## src/rtl/cfg_seq_pkg.sv

```systemverilog
package cfg_seq_pkg;
  localparam int BYTE_W = 8;
  localparam int KEY_W  = 32;
  localparam int KEY_N  = KEY_W / BYTE_W;
  localparam logic [KEY_W-1:0] END_KEY = 32'hE0DE_0E0D;

  typedef enum logic [3:0] {
    S_PROG, S_WINIT, S_LINK, S_FRD, S_FLO, S_FHI, S_DWAIT, S_RUN, S_ERR
  } seq_st_e;
endpackage

```

## src/rtl/cfg_rst_sync.sv

```systemverilog
module cfg_rst_sync (
  input  logic clk,
  input  logic rst_n,
  input  logic async_n_i,
  output logic sync_n_o
);
  logic ff1_q, ff2_q;
  always_ff @(posedge clk or negedge rst_n) begin
    if (!rst_n) begin
      ff1_q <= 1'b0;
      ff2_q <= 1'b0;
    end else begin
      ff1_q <= async_n_i;
      ff2_q <= ff1_q;
    end
  end
  assign sync_n_o = ff2_q;
endmodule

```

## src/rtl/cfg_key_match.sv

```systemverilog
module cfg_key_match
  import cfg_seq_pkg::*;
(
  input  logic              clk,
  input  logic              rst_n,
  input  logic              clr_i,
  input  logic              stb_i,
  input  logic [BYTE_W-1:0] byte_i,
  output logic              hit_o
);
  localparam int IDX_W = $clog2(KEY_N);
  logic [IDX_W-1:0]  idx_q, idx_d;
  logic [BYTE_W-1:0] exp_byte;
  logic [BYTE_W-1:0] key_bytes [KEY_N];

  for (genvar g = 0; g < KEY_N; g++) begin : g_kb
    assign key_bytes[g] = END_KEY[g*BYTE_W +: BYTE_W];
  end

  assign exp_byte = key_bytes[idx_q];
  assign hit_o    = stb_i && (byte_i == exp_byte) && (idx_q == IDX_W'(KEY_N-1));

  always_comb begin
    idx_d = idx_q;
    if (clr_i) begin
      idx_d = '0;
    end else if (stb_i) begin
      if (byte_i == exp_byte)
        idx_d = hit_o ? '0 : idx_q + 1'b1;
      else
        idx_d = (byte_i == key_bytes[0]) ? IDX_W'(1) : '0;
    end
  end

  always_ff @(posedge clk or negedge rst_n) begin
    if (!rst_n) idx_q <= '0;
    else        idx_q <= idx_d;
  end
endmodule

```

## src/rtl/cfg_port_wr.sv

```systemverilog
module cfg_port_wr
  import cfg_seq_pkg::*;
(
  input  logic              clk,
  input  logic              rst_n,
  input  logic              stb_i,
  input  logic [BYTE_W-1:0] byte_i,
  output logic              cs_n_o,
  output logic              wr_n_o,
  output logic [BYTE_W-1:0] data_o
);
  logic              vld_q;
  logic [BYTE_W-1:0] data_q;

  always_ff @(posedge clk or negedge rst_n) begin
    if (!rst_n) begin
      vld_q  <= 1'b0;
      data_q <= '0;
    end else begin
      vld_q <= stb_i;
      if (stb_i) data_q <= byte_i;
    end
  end

  assign cs_n_o = !vld_q;
  assign wr_n_o = !vld_q;
  assign data_o = data_q;
endmodule

```

## src/rtl/cfg_seq_ctrl.sv

```systemverilog
module cfg_seq_ctrl
  import cfg_seq_pkg::*;
#(
  parameter int FL_AW    = 24,
  parameter int PROG_CYC = 4,
  parameter int FL_WAIT  = 4,
  parameter int TO_W     = 24
) (
  input  logic              clk,
  input  logic              rst_n,
  input  logic              sys_rst_n_i,
  input  logic              src_flash_i,
  input  logic [7:0]        lnk_data_i,
  input  logic              lnk_valid_i,
  output logic              lnk_ready_o,
  output logic              lnk_own_o,
  output logic              cfg_prog_n_o,
  input  logic              cfg_init_i,
  input  logic              cfg_done_i,
  output logic              cfg_cs_n_o,
  output logic              cfg_wr_n_o,
  output logic [7:0]        cfg_data_o,
  output logic [FL_AW-1:0]  fl_addr_o,
  output logic              fl_oe_n_o,
  input  logic [15:0]       fl_data_i,
  output logic              design_rst_n_o,
  output logic              err_o
);
  localparam int FL_DW = 2 * BYTE_W;
  localparam int CNT_W = TO_W;
  localparam logic [CNT_W-1:0] PROG_LAST = CNT_W'(PROG_CYC - 1);
  localparam logic [CNT_W-1:0] WAIT_LAST = CNT_W'(FL_WAIT - 1);
  localparam logic [CNT_W-1:0] TO_LAST   = '1;

  seq_st_e           state_q, state_d;
  logic [CNT_W-1:0]  cnt_q, cnt_d;
  logic [FL_AW-1:0]  addr_q, addr_d;
  logic [FL_DW-1:0]  word_q, word_d;
  logic              sys_ok;
  logic              byte_stb;
  logic [BYTE_W-1:0] byte_val;
  logic              key_hit;

  cfg_rst_sync u_sync (
    .clk(clk), .rst_n(rst_n), .async_n_i(sys_rst_n_i), .sync_n_o(sys_ok)
  );

  // byte source mux: link byte or one half of the fetched flash word
  always_comb begin
    byte_stb = 1'b0;
    byte_val = lnk_data_i;
    if (sys_ok) begin
      case (state_q)
        S_LINK: byte_stb = lnk_valid_i;
        S_FLO: begin byte_stb = 1'b1; byte_val = word_q[BYTE_W-1:0]; end
        S_FHI: begin byte_stb = 1'b1; byte_val = word_q[FL_DW-1:BYTE_W]; end
        default: byte_stb = 1'b0;
      endcase
    end
  end

  cfg_key_match u_key (
    .clk(clk), .rst_n(rst_n), .clr_i(state_q == S_PROG),
    .stb_i(byte_stb), .byte_i(byte_val), .hit_o(key_hit)
  );

  cfg_port_wr u_wr (
    .clk(clk), .rst_n(rst_n), .stb_i(byte_stb), .byte_i(byte_val),
    .cs_n_o(cfg_cs_n_o), .wr_n_o(cfg_wr_n_o), .data_o(cfg_data_o)
  );

  always_comb begin
    state_d = state_q;
    cnt_d   = cnt_q;
    addr_d  = addr_q;
    word_d  = word_q;
    case (state_q)
      S_PROG:
        if (cnt_q == PROG_LAST) begin state_d = S_WINIT; cnt_d = '0; end
        else cnt_d = cnt_q + 1'b1;
      S_WINIT:
        if (cfg_init_i) begin
          state_d = src_flash_i ? S_FRD : S_LINK;
          cnt_d   = '0;
          addr_d  = '0;
        end
      S_LINK:
        if (key_hit) begin state_d = S_DWAIT; cnt_d = '0; end
      S_FRD:
        if (cnt_q == WAIT_LAST) begin
          word_d  = fl_data_i;
          state_d = S_FLO;
          cnt_d   = '0;
        end else cnt_d = cnt_q + 1'b1;
      S_FLO:
        if (key_hit) begin state_d = S_DWAIT; cnt_d = '0; end
        else state_d = S_FHI;
      S_FHI: begin
        addr_d = addr_q + 1'b1;
        if (key_hit) begin state_d = S_DWAIT; cnt_d = '0; end
        else state_d = S_FRD;
      end
      S_DWAIT:
        if (cfg_done_i)             state_d = S_RUN;
        else if (cnt_q == TO_LAST)  state_d = S_ERR;
        else                        cnt_d = cnt_q + 1'b1;
      default: state_d = state_q;
    endcase
    if (!sys_ok) begin
      state_d = S_PROG;
      cnt_d   = '0;
    end
  end

  always_ff @(posedge clk or negedge rst_n) begin
    if (!rst_n) begin
      state_q <= S_PROG;
      cnt_q   <= '0;
      addr_q  <= '0;
      word_q  <= '0;
    end else begin
      state_q <= state_d;
      cnt_q   <= cnt_d;
      addr_q  <= addr_d;
      word_q  <= word_d;
    end
  end

  assign lnk_ready_o    = (state_q == S_LINK) && sys_ok;
  assign lnk_own_o      = (state_q != S_RUN);
  assign design_rst_n_o = (state_q == S_RUN);
  assign cfg_prog_n_o   = (state_q != S_PROG);
  assign fl_oe_n_o      = (state_q != S_FRD);
  assign fl_addr_o      = addr_q;
  assign err_o          = (state_q == S_ERR);
endmodule

```

## config.mk

```make
export PLATFORM = sky130hd
export DESIGN_NAME = cfg_seq_ctrl
export DESIGN_NICKNAME = d
export VERILOG_FILES = /design/src/rtl/cfg_seq_pkg.sv /design/src/rtl/cfg_rst_sync.sv /design/src/rtl/cfg_key_match.sv /design/src/rtl/cfg_port_wr.sv /design/src/rtl/cfg_seq_ctrl.sv
export SDC_FILE = /design/constraint.sdc
export NUM_CORES = 1
export LEC_CHECK = 0
export ABC_AREA = 1
export CAP_MARGIN = 20
export CORE_ASPECT_RATIO = 1.2
export CORE_UTILIZATION = 54
export DETAILED_ROUTE_END_ITERATION = 16
export PLACE_DENSITY_LB_ADDON = 0.2
export SYNTH_ARGS = -nofsm -noshare
export SYNTH_HDL_FRONTEND = slang
export SYNTH_SLANG_ARGS = --single-unit
```

## constraint.sdc

```tcl
create_clock -name clk -period 6.5 [get_ports clk]
set_input_delay 1.3 -clock clk [delete_from_list [all_inputs] [get_ports clk]]
set_output_delay 1.3 -clock clk [all_outputs]
set_load 0.01 [all_outputs]
```

==> flow_metrics.env, run 1 <==
export IMPL_fin_crit_ns=3.327
export IMPL_vias_per_cell=5.565
export IMPL_drc=0
export IMPL_p_per_area_nw_per_um2=224.0
export IMPL_worst_path_max_fanout=9
export IMPL_tightestPinTransition_ns=0.9584
export IMPL_synth_top_area_share_pct=40.11
export IMPL_cts_tree="yes"
export IMPL_crit_type="flop to primary output"
export IMPL_hold_ws_ns=0.3536
export IMPL_port_buffers=70
export IMPL_cts_sinks=81
export IMPL_clock_path_buffers=2
export IMPL_initial_core_util_pct=55.65
export IMPL_cts_hold_buf=0
export IMPL_hold_start="u_sync.ff1_q"
export IMPL_status="finished, final reports clean"
export IMPL_power_mw=1.349
export IMPL_h_tree_depth=3
export IMPL_grt_pass1_wl_um=21560
export IMPL_dieHeight_um=108.0
export IMPL_clockRootBuffer="clkbuf_8"
export IMPL_routed_wl_um=12630
export IMPL_regToRegSetupSlack_ns=3.58
export IMPL_routed_top_layer="met4"
export IMPL_synth_warnings=0
export IMPL_timing_final_crit_share_pct=51.19
export IMPL_yosysUniqueCellTypes=37
export IMPL_antenna_cells=0
export IMPL_final_critical_path_setup_slack_ns=3.173
export IMPL_crit_path_start_kind="flop"
export IMPL_drtAntennaViolNets=0
export IMPL_min_path_type="flop to flop"
export IMPL_rsz0062_at_grt="false"
export IMPL_critPathCaptureType="primary output"
export IMPL_drive_gt1_share_pct=4.678
export IMPL_arrival_ns=2.03
export IMPL_place_ws_ns=2.840
export IMPL_die_x_um=90.31
export IMPL_power_switching_mw=0.4816
export IMPL_vias=5070
export IMPL_min_delay_path_depth=0
export IMPL_wl_met2_um=6263
export IMPL_nets=824
export IMPL_dpl_hpwl_um=9112
export IMPL_gp_congestion=0.9432
export IMPL_p_leak_nw=2.720
export IMPL_dr_wl_met3_um=631
export IMPL_worst_skew_pair_late_latency_ns=0.36
export IMPL_clkTransAtPathRegs_ns=0.07
export IMPL_dr_pass1_iters=6
export IMPL_numCtsBuffers=9
export IMPL_grt_pass1_vias=4674
export IMPL_fmax_mhz=300.6
export IMPL_antenna_found_initial=0
export IMPL_num_rows=38
export IMPL_syn_inst=722
export IMPL_final_util_pct=66.31
export IMPL_yosysSeqAreaShare_pct=40.11
export IMPL_finClkSkew_ns=0.005990
export IMPL_switching_share_pct=35.70
export IMPL_synth_top_area_cell="dfrtp_1"
export IMPL_timing_slew_headroom_pct=35.96
export IMPL_cts_setup_buffers=0
export IMPL_grt_usage_pct=27.26
export IMPL_synth_nets=758
export IMPL_post_drt_wl_per_cell_um=13.87
export IMPL_synthArstFlopShare_pct=100.0
export IMPL_synth_edf_count=0
export IMPL_synth_seq_cells=81
export IMPL_drv_slew=0
export IMPL_cp_data_required_time_ns=5.20
export IMPL_postSynthAreaPerCell_sq_um=6.999
export IMPL_combPwrFrac_pct=30.7
export IMPL_ys_flop_type="dfrtp_1"
export IMPL_overflow=0
export IMPL_final_setup_tns_ns=0
export IMPL_reg2reg_to="cnt_q[18]"
export IMPL_synth_area_sq_um=5054
export IMPL_post_cts_resized=0
export IMPL_intPower_mw=0.8676
export IMPL_ff2ff_path_depth=16
export IMPL_core_region_area_sq_um=9081
export IMPL_io_pins=71
export IMPL_maxCapViolCount=0
export IMPL_r2r_start="state_q[1]"
export IMPL_area_delta_synth_final_pct=19.16
export IMPL_ir_drop_mv=0.1174
export IMPL_dieArea_sq_um=9751
export IMPL_grt_max_degree=82
export IMPL_finalHoldViolations=0
export IMPL_drt_iter0_markers=364
export IMPL_hold_end="u_sync.sync_n_o"
export IMPL_setup_viol=0
export IMPL_p_clk_share_pct=24.5
export IMPL_power_share_sequential_pct=44.8
export IMPL_synth_area_top_cells="dfrtp_1 (40%), nand2_1 (17%), nand3_1 (6.2%)"
export IMPL_m1WireLength_um=5518
cell families after synthesis:
logic type / after synthesis / share of synthesized area (%)
adders and majority gates: 5 / 1.238
AOI/OAI and AO/OA: 67 / 7.354
muxes: 5 / 0.9904
buffers and inverters: 103 / 8.071
xor gates and xnor gates: 13 / 2.253
and+or+nand+nor: 448 / 39.99
DFF: 81 / 40.11
per-layer routing:
metal | track usage (%) | vias up
li1 | - | 2501
met4 | 10.37 | 0
met3 | 5.415 | 22
met2 | 46.67 | 156
met1 | 34.21 | 2391
met5 | 0 | -
area by class of cell:
| type | count | area (sq um) |
|---|---|---|
| multi-input combinational | 538 | 2619 |
| clock buffer | 14 | 162.7 |
| sequential | 81 | 2027 |
| timing repair buffer | 74 | 748.2 |
| fill | 810 | 3059 |
| inverter | 84 | 315.3 |
| tap | 120 | 150.1 |
stage by stage:
stage	instance area [sq um]	cells
floorplan	5054	722
global placement	5832	896
detailed placement	5832	896
CTS	5995	910
global route	6022	911
finish	6022	911
worst max-delay path: stages (launching register included):
cell and delay, ns:
dfrtp_1 0.55, inv_2 0.18, nor2_1 0.33, clkdlybuf4s50_1 0.62
synth_stat cells, drive strengths merged (2+ instances only):
master and number:
nand2 237, nand4 35, o21ai 29, nor3 20
ha 5, xor2 12, a31oi 5, nand3b 2
a21oi 22, a22oi 2, nor4 14, buf 7
nand3 66, dfrtp 81, nor2 72, mux2i 5
clkbuf 12, o22ai 3, clkinv 3, inv 81
power by group through the flow:
stage / registers (mW) / logic (mW) / clock network [mW]
floorplan: 0.614 / 0.252 / 0
global placement: 0.612 / 0.399 / 0
detailed placement: 0.613 / 0.408 / 0
CTS: 0.604 / 0.410 / 0.334
global route: 0.613 / 0.463 / 0.356
finish: 0.605 / 0.414 / 0.331
cell usage in the layout, fill, tap and decap left out, drive strengths merged, types with 20 or more instances in the layout:
cell type / Yosys / final
a21oi: 22 / 22
clkdlybuf4s50: 0 / 69
dfrtp: 81 / 81
inv: 81 / 81
nand2: 237 / 237
nand3: 66 / 66
nand4: 35 / 35
nor2: 72 / 72
nor3: 20 / 20
o21ai: 29 / 29
registers in the layout, summed over array words and instances, names as in the netlist:
signal,flops
u_key.idx_q,2
u_wr.vld_q,1
cnt_q,24
word_q,16
fl_addr_o,24
state_q,4
u_wr.data_o,8
u_sync.ff1_q,1
u_sync.sync_n_o,1
worst max-delay path by stage:
stage / start / endpoint / slack (ns) / depth (start not counted)
after floorplan: state_q[3] / fl_oe_n_o / 3.80 / 6
after global placement: lnk_valid_i / cnt_q[16] / 2.97 / 8
after detailed placement: lnk_valid_i / cnt_q[20] / 2.84 / 8
after CTS: u_sync.sync_n_o / lnk_ready_o / 3.20 / 3
after global routing: lnk_valid_i / cnt_q[7] / 2.99 / 8
final: u_sync.sync_n_o / lnk_ready_o / 3.17 / 3
(Power assumes the default switching activity.)
==> run 2, diff against run 1 <==
--- a/config.mk
+++ b/config.mk
@@ -8,7 +8,7 @@
 export ABC_AREA = 1
 export CAP_MARGIN = 20
 export CORE_ASPECT_RATIO = 1.2
-export CORE_UTILIZATION = 54
+export CORE_UTILIZATION = 50
 export DETAILED_ROUTE_END_ITERATION = 16
 export PLACE_DENSITY_LB_ADDON = 0.2
 export SYNTH_ARGS = -nofsm -noshare
==> constraint.sdc (replaced) <==
create_clock -name clk -period 2.7 [get_ports clk]
set_input_delay 0.54 -clock clk [delete_from_list [all_inputs] [get_ports clk]]
set_output_delay 0.54 -clock clk [all_outputs]
set_load 0.01 [all_outputs]
==> run 2 against run 1 <==
Net effect: total power rose to 2.8 times the previous value; first-iteration DRC count down 28%; flip-flop and latch count unchanged; sequential power up 140%.
==> flow_metrics.env, run 2 (synthesized netlist as in run 1, its figures left out) <==
export IMPL_h_tree_depth=3
export IMPL_gp_congestion=0.9697
export IMPL_status="finished, final reports clean"
export IMPL_grt_pass1_wl_um=21950
export IMPL_switching_share_pct=32.81
export IMPL_layout_common_cells="nand2_1 (233), dfrtp_1 (81), inv_1 (75), clkdlybuf4s50_1 (69), nor2_1 (66)"
export IMPL_drv_slew=0
export IMPL_drc=0
export IMPL_reg2reg_to="cnt_q[9]"
export IMPL_p_per_area_nw_per_um2=605.1
export IMPL_seqCellArea_sq_um=2027
export IMPL_finalHoldViolations=0
export IMPL_p_clk_share_pct=34.3
export IMPL_drt_iter0_markers=262
export IMPL_fin_crit_ns=2.459
export IMPL_r2r_start="cnt_q[0]"
export IMPL_area_delta_synth_final_pct=23.52
export IMPL_cts_tree="yes"
export IMPL_clock_path_buffers=2
export IMPL_drive_gt1_share_pct=6.351
export IMPL_vias_per_cell=5.489
export IMPL_min_path_type="input port to asynchronous set/reset pin"
export IMPL_nets=834
export IMPL_post_drt_wl_per_cell_um=13.99
export IMPL_clockRootBuffer="clkbuf_16"
export IMPL_grt_pass1_vias=4798
export IMPL_maxCapViolCount=0
export IMPL_dpl_hpwl_um=9543
export IMPL_combPwrFrac_pct=27.1
export IMPL_final_util_pct=64.61
export IMPL_ir_drop_mv=0.3667
export IMPL_setup_viol=0
export IMPL_rsz0062_at_grt="false"
export IMPL_die_x_um=93.78
export IMPL_timing_final_crit_share_pct=91.08
export IMPL_initial_core_util_pct=52.31
export IMPL_cp_data_required_time_ns=2.16
export IMPL_clkTransAtPathRegs_ns=0.06
export IMPL_intPower_mw=2.538
export IMPL_power_switching_mw=1.239
export IMPL_dr_pass1_iters=5
export IMPL_crit_path_start_kind="flop"
export IMPL_critPathCaptureType="primary output"
export IMPL_antenna_found_initial=0
export IMPL_power_mw=3.777
export IMPL_timing_slew_headroom_pct=65.97
export IMPL_grt_usage_pct=25.99
export IMPL_multi_input_area_sq_um=2619
export IMPL_regToRegSetupSlack_ns=0.25
export IMPL_antenna_cells=0
export IMPL_tightestPinTransition_ns=0.5092
export IMPL_fillCellCount=860
export IMPL_drtAntennaViolNets=0
export IMPL_finClkSkew_ns=0.008140
export IMPL_io_pins=71
export IMPL_cts_sinks=81
export IMPL_grt_max_degree=60
export IMPL_p_leak_nw=2.834
export IMPL_power_share_sequential_pct=38.6
export IMPL_arrival_ns=1.92
export IMPL_num_rows=39
export IMPL_worst_skew_pair_late_latency_ns=0.34
export IMPL_crit_type="flop to primary output"
export IMPL_ff2ff_path_depth=12
export IMPL_numCtsBuffers=9
export IMPL_placed_cells=910
export IMPL_cts_setup_buffers=0
export IMPL_dieArea_sq_um=10520
export IMPL_cts_hold_buf=0
export IMPL_dieHeight_um=112.1
export IMPL_routed_wl_um=12960
export IMPL_vias=5083
export IMPL_worst_path_max_fanout=4
export IMPL_overflow=0
export IMPL_port_buffers=70
export IMPL_instances_no_fill=926
export IMPL_post_cts_resized=0
export IMPL_core_region_area_sq_um=9662
export IMPL_final_setup_tns_ns=0
export IMPL_final_common_cell="nand2_1"
export IMPL_fmax_mhz=406.7
## run 2: cell type report
class	count	share of cell area (%)
inverters	84	5.051
clock inverters	6	1.323
multi-input cells	538	41.95
repair buffers	84	13.07
clock buffers	10	3.668
flip-flops and latches	81	32.47
well taps	123	2.465
## run 2: power by group through the flow
stage	combinational, mW	clock [mW]	sequential (mW)
after floorplan	0.606	0	1.48
after global placement	0.999	0	1.47
after detailed placement	1.02	0	1.48
after CTS	1.03	1.31	1.46
after global routing	1.13	1.36	1.48
final	1.02	1.30	1.46
## run 2: layer usage
| metal | GRT usage [%] | vias up | wire length, um |
|---|---|---|---|
| met5 | 0 | - | 0 |
| met4 | 9.026 | 0 | 222 |
| met3 | 5.420 | 26 | 782 |
| met2 | 42.38 | 162 | 6299 |
| met1 | 34.06 | 2374 | 5653 |
| li1 | - | 2521 | - |
## run 2: worst max-delay path by stage
stage	start	endpoint	slack [ns]	cells after the start
global route	cnt_q[0]	cnt_q[12]	0.02	12
finish	state_q[3]	lnk_ready_o	0.24	4
CTS	state_q[3]	lnk_ready_o	0.23	4
floorplan	cnt_q[0]	cnt_q[16]	0.60	11
detailed placement	cnt_q[0]	cnt_q[2]	0.26	12
global placement	cnt_q[0]	cnt_q[1]	0.32	12
## run 2: worst max-delay path: stages, from the launching register on
cell and delay [ns]:
dfrtp_1 0.44, nor2_1 0.15, nand3_1 0.13, nor2_1 0.25, clkdlybuf4s50_1 0.61
## run 2: per-stage QoR
| step | hold slack (ns) | cell area (sq um) | setup slack, ns |
|---|---|---|---|
| 2_1_floorplan | 0.2444 | 5054 | 0.6032 |
| 3_3_place_gp | 0.3388 | 5931 | 0.3152 |
| 3_5_place_dp | 0.3484 | 5931 | 0.2594 |
| 4_1_cts | 0.09499 | 6242 | 0.2300 |
| 5_1_grt | 0.1023 | 6242 | 0.02237 |
| 6_report | 0.08886 | 6242 | 0.2409 |
